`src/rtl/bht_seeded.sv`:
```
module bht_seeded #(
  parameter int PC_W    = 32,
  parameter int IDX_W   = 6,
  parameter int IDX_LSB = 2
) (
  input  logic            clk,
  input  logic            rst_n,
  input  logic            seed_en,
  input  logic            lk_valid,
  input  logic [PC_W-1:0] lk_pc,
  input  logic            lk_backward,
  output logic            lk_taken,
  output logic [1:0]      lk_ctr,
  input  logic            upd_valid,
  input  logic [PC_W-1:0] upd_pc,
  input  logic            upd_taken
);
  localparam int N = 1 << IDX_W;

  logic [N-1:0][1:0] ctr;
  logic [N-1:0]      seen;

  logic [IDX_W-1:0] lk_idx, up_idx;
  logic [1:0]       seed_val, base, nxt;
  logic             lk_fresh, same;

  assign lk_idx   = lk_pc[IDX_LSB +: IDX_W];
  assign up_idx   = upd_pc[IDX_LSB +: IDX_W];
  assign lk_fresh = !seen[lk_idx];
  assign seed_val = (seed_en && lk_backward) ? 2'b11 : 2'b00;
  assign lk_ctr   = lk_fresh ? seed_val : ctr[lk_idx];
  assign lk_taken = lk_ctr[1];

  // an update colliding with a first lookup starts from the seeded value
  assign same = lk_valid && (lk_idx == up_idx);
  assign base = same ? lk_ctr : ctr[up_idx];

  always_comb begin
    if (upd_taken) nxt = (base == 2'b11) ? base : base + 2'd1;
    else           nxt = (base == 2'b00) ? base : base - 2'd1;
  end

  always_ff @(posedge clk or negedge rst_n) begin
    if (!rst_n) begin
      ctr  <= '0;
      seen <= '0;
    end else begin
      if (lk_valid && lk_fresh) begin
        ctr[lk_idx]  <= seed_val;
        seen[lk_idx] <= 1'b1;
      end
      if (upd_valid) begin
        ctr[up_idx]  <= nxt;
        seen[up_idx] <= 1'b1;
      end
    end
  end
endmodule

```
`config.mk`:
```
export PLATFORM = sky130hd
export DESIGN_NAME = bht_seeded
export DESIGN_NICKNAME = d
export VERILOG_FILES = /design/src/rtl/bht_seeded.sv
export SDC_FILE = /design/constraint.sdc
export NUM_CORES = 1
export LEC_CHECK = 0
export BUFFER_PORTS_ARGS = -buffer_cell sky130_fd_sc_hd__buf_2
export CAP_MARGIN = 30
export CELL_PAD_IN_SITES_DETAIL_PLACEMENT = 0
export CELL_PAD_IN_SITES_GLOBAL_PLACEMENT = 1
export CORE_UTILIZATION = 53
export DETAILED_ROUTE_END_ITERATION = 10
export MAX_ROUTING_LAYER = met4
export PLACE_DENSITY = 0.95
export RECOVER_POWER = 100
export SLEW_MARGIN = 30
export SYNTH_ARGS = -nofsm -noshare
export SYNTH_HDL_FRONTEND = slang
export SYNTH_SLANG_ARGS = --single-unit
```
`constraint.sdc`:
```
create_clock -name clk -period 6.5 [get_ports clk]
set_input_delay 0.325 -clock clk [delete_from_list [all_inputs] [get_ports clk]]
set_output_delay 0.325 -clock clk [all_outputs]
set_load 0.05 [all_outputs]
```
* Yosys cells after proc, flatten, opt, wreduce, memory -nomap -nowiden *
Cells that the tools add are included.

word-level totals
  flip-flop bits (word level) = 192
  output and inout port bits = 3
  word-level logic and storage cells = 108

operators by class
  add/sub/neg operators = 2
  order comparisons = 4
  equal/unequal tests = 2
  multiplexer cells = 26
  bitwise logic cells = 2
  reduce and logical (&&, ||, !) cells = 7

operators with widths
  kind                 count
  $bwmux 128           2
  $mux 128             2
  $mux 64              2
  $or 64x64->64        2
  $bmux 2 s6           2
  $demux 2 s6          2
  $mux 2               10
  $lt 6x7->1 const B   2
  $demux 1 s6          2
  $ge 6x1->1 const B   2
  $bmux 1 s6           1
  $eq 6x6->1           1
  $logic_and 1x1->1    5
  $mux 1               3
  $add 2x1->2 const B  1
  $eq 2x2->1 const B   1
  $logic_not 2->1      1
  $sub 2x1->2 const B  1
  $logic_not 1->1      1

* Logic depth before layout (Yosys ltp) *
  word-level depth = 9
  gate-level depth with buffers = 15
  mapped depth without buffers = 8

* Worst setup path after synthesis *
Ideal clock, no wire load.

  path type = input -> output
  from = input lk_pc[2]
  to = output lk_ctr[1]
  arrival = 3,217 ps
  data required time = 6,175 ps
  setup slack = 2,958 ps
  stages = 12
  buffers on the path = 5
  cells stage by stage = buf_6 > buf_6 > mux2_2 > a21oi_1 > o22ai_1 > a221o_1 > nor4_2 > clkbuf_1 > buf_2 > nand2b_1 > and2_1 > buf_4

between the ends
  longest elaborated chain between the ends = 3
  elaborated cells between the ends (all ways) = 5

RTL lines
  what                                                           RTL line  RTL
  start, declared                                                10        input logic [PC_W-1:0] lk_pc,
  $bmux 2 s6 / $bmux 1 s6 (equally long branches)                31, 29
  $mux 2 (not written as such) / $mux 1 (equally long branches)  31, 29
  $mux 2 (*)                                                     31        assign lk_ctr = lk_fresh ? seed_val : ctr[lk_idx];
  end, declared                                                  13        output logic [1:0] lk_ctr,

Mark *: on every way between the ends. The rest lies on a longest branch, timed or not. The select of a mux whose other input is x is not followed.

* Final worst setup path *
  from = input lk_pc[4]
  to = output lk_ctr[0]

The elaborated chain is that of the path after synthesis.

==> out/qor.yml <==
place:
  place_ws_ns: 1.72
  dpl.cell_count: 1371
  portBuffers: 21
  gp_congestion: 1.03
  dp_hpwl_mm: 26.0
  placed_cell_area_um2: 12400
sta:
  fin_setup_tns_ns: 0
  fin_ws_ns: 0.925
  skew_ns: 0.0107
  min_period_over_period_pct: 85.8
  max_freq_mhz: 179
  rsz0062_at_grt: "false"
  maxSlewHeadroom_pct: -49.9
  finalHoldViolCount: 0
  drv_slew: 181
  setup_viol: 0
  hold_ws_ns: 0.470
  period_needed_ns: 5.58
  tightest_slew_ns: 2.25
drt:
  antenna_left: 0
  route.detailed.drc: 0
  num_vias: 10200
  drtIter0Drc: 1314
  via_per_inst: 7.25
  first_pass_iters: 6
  detail_route.wl_per_cell_um: 29.2
  totalWireLength_mm: 41.0
yosys:
  ys_ff_latch: 192
  yosysSeqAreaShare_pct: 39.5
  syn_avg_cell_area_um2: 10.7
  synthArstFlopShare_pct: 100
  syn-num-nets: 1204
  synth_ff_type: "dfrtp_1"
  synth_edf_count: 0
  syn-cell-area_um2: 12200
  ys_types: 61
  synth_warnings: 0
  syn_inst: 1133
final_layout:
  postLayoutCellArea_um2: 13000
  layout.nets: 1178
  layout-drive-gt1-share_pct: 12.8
  instances_no_fill: 1405
  syn2layout_area_growth_pct: 6.48
clocking:
  cts_tree: "yes"
  cts_num_sinks: 192
  cts.htree.levels: 4
  numCtsBuffers: 17
  clk_pin_slew_ns: 0.07
  postCtsSetupBuffers: 0
  cts_root_buf: "clkbuf_16"
  clockBufferDepth: 2
  clock_latency_ns: 0.44
global_route:
  grt_pass1_vias: 10100
  grt_max_degree: 115
  grt_pass1_wl_mm: 62.2
  track_usage_pct: 36.4
  grt_antenna_before_repair: 2
  gr-total-overflow: 0
worst_hold_path:
  min_path_type: "register to register"
run_status:
  outcome: "complete, but fails checks"
  violations: "capacitance limit, slew limit"
worst_setup_path:
  cp_data_required_time_ns: 6.17
  worst-path-max-fanout: 46
  critPathKind: "primary input to output port"
  crit_arrival_ns: 5.25
  cp-end-kind: "output port"
  startpoint_type: "primary input"
power:
  internal-power_uw: 2320
  power_frac_comb_pct: 25.5
  p_seq_share_pct: 46.8
  p_leak_uw: 0.00662
  power_density_nw_per_um2: 273
  clkPwrFrac_pct: 27.7
  ir_drop_uv: 142
  switching_power_uw: 1220
  swShare_pct: 34.4
die:
  ioPinCount: 74
  dieWidth_um: 154
  std_cell_rows: 55
  die_h_um: 154
  die_area_um2: 23600
  initial_utilization_pct: 53.9
  core_area_um2: 22600
run:
  drv_cap: 3
[cell families (layout without fill, tap and decap cells)]
| logic type | Yosys count | count (layout) | share of synthesized area, % |
|---|---|---|---|
| AOI/OAI and AO/OA | 120 | 120 | 7.17 |
| buffers and inverters | 102 | 87 | 4.07 |
| DFF | 192 | 192 | 39.5 |
| muxes | 354 | 354 | 32.7 |
| and+or+nand+nor | 357 | 357 | 16.0 |
| adders and majority gates | 2 | 2 | 0.175 |
| other | 0 | 2 | 0 |
| xor gates and xnor gates | 6 | 6 | 0.432 |
[routing by layer]
metal / track usage, % / routed length [um] / part of all wire, %
met4: 20.3 / 2230 / 5.4
met3: 10.0 / 4950 / 12
met2: 52.1 / 18100 / 44
met1: 46.7 / 15700 / 38
met5: - / 0 / 0
[final cells by class]
type | instances | area [um2]
clock buffer | 21 | 450
sequential | 192 | 4800
timing repair buffer | 50 | 338
antenna | 2 | 5.00
fill | 1894 | 9610
clock inverter | 9 | 62.6
inverter | 7 | 26.3
multi-input combinational | 839 | 6920
tap | 285 | 357
[worst paths after layout]
check | end | slack, ns | cells after the start | startpoint
worst max-delay path | lk_ctr[0] | 0.92 | 10 | lk_pc[4]
worst min-delay path | seen[34]$_DFF_PN0_ | 0.47 | 1 | seen[34]$_DFF_PN0_
worst max register to register | ctr[121]$_DFF_PN0_ | 1.87 | 8 | seen[27]$_DFF_PN0_
worst min register to register | seen[34]$_DFF_PN0_ | 0.47 | 1 | seen[34]$_DFF_PN0_
max in group asynchronous | seen[23]$_DFF_PN0_ | 2.17 | 4 | rst_n
min in group asynchronous | seen[30]$_DFF_PN0_ | 1.08 | 2 | rst_n
[power by group through the flow]
stage	Clock, uW	Combinational, uW	Sequential (uW)
3_5_place_dp	0	884	1660
5_1_grt	1030	961	1680
3_3_place_gp	0	856	1650
6_report	983	903	1660
2_1_floorplan	0	668	1580
4_1_cts	983	886	1650
[critical path, stage by stage]
cell and delay, ns:
buf_2 0.64, clkinv_1 0.78, a221oi_1 0.45, o22ai_1 0.21
a221o_1 0.39, nor4_4 0.14, clkbuf_1 1.04, buf_4 0.69
o21a_1 0.27, buf_2 0.28
[sequential cells by signal, indices dropped and copies added (netlist names)]
signal and cells:
seen 64, ctr 128
[synth_stat cells (13+ instances only)]
cell type	n	area share (%)
nor3_1	13	0.53
clkbuf_1	44	1.4
and3_1	14	0.72
mux4_2	33	6.1
nor2b_1	13	0.67
nand2b_1	13	0.67
nor2_1	54	1.7
a22oi_1	22	1.4
mux2_2	19	1.8
mux2i_1	298	24
nand2_1	93	2.9
dfrtp_1	192	39
buf_2	27	1.1
nand4_1	69	3.5
a21oi_1	14	0.58
nand3b_1	50	3.1
a221oi_1	14	1.0
[cell usage in the layout, fill, tap and decap left out, types with 7 or more instances in the layout]
cell       synthesis  layout
a22oi_1           22      22
o22ai_1           11      11
nand2_1           93      93
and3_1            14      14
mux2i_1          298     298
nor2b_1           13      13
buf_2             27      17
a221oi_1          14      14
nand2b_1          13      13
nand3b_1          50      50
nor3_1            13      11
nor3b_1            9       8
nand4_1           69      69
clkbuf_16          0      17
mux2_2            19      19
mux4_2            33      33
a21oi_1           14      14
buf_4              3      26
nand3_1            9       9
dfrtp_1          192     192
clkbuf_1          44       7
nor2_1            54      50
o21ai_0           12      12
[stage by stage]
step | power (uW) | utilization (%)
2_1_floorplan | 2250 | -
3_3_place_gp | 2510 | 55.0
3_5_place_dp | 2550 | 55.0
4_1_cts | 3520 | 57.3
5_1_grt | 3670 | 57.4
6_report | 3550 | 57.4
[what timing repair did]
item | 4_1_cts | 5_1_grt
endpoints found under the hold margin | 0 | 35
hold buffers | 0 | 1
resized for setup | 0 | 0
(Power assumes the default switching activity.)
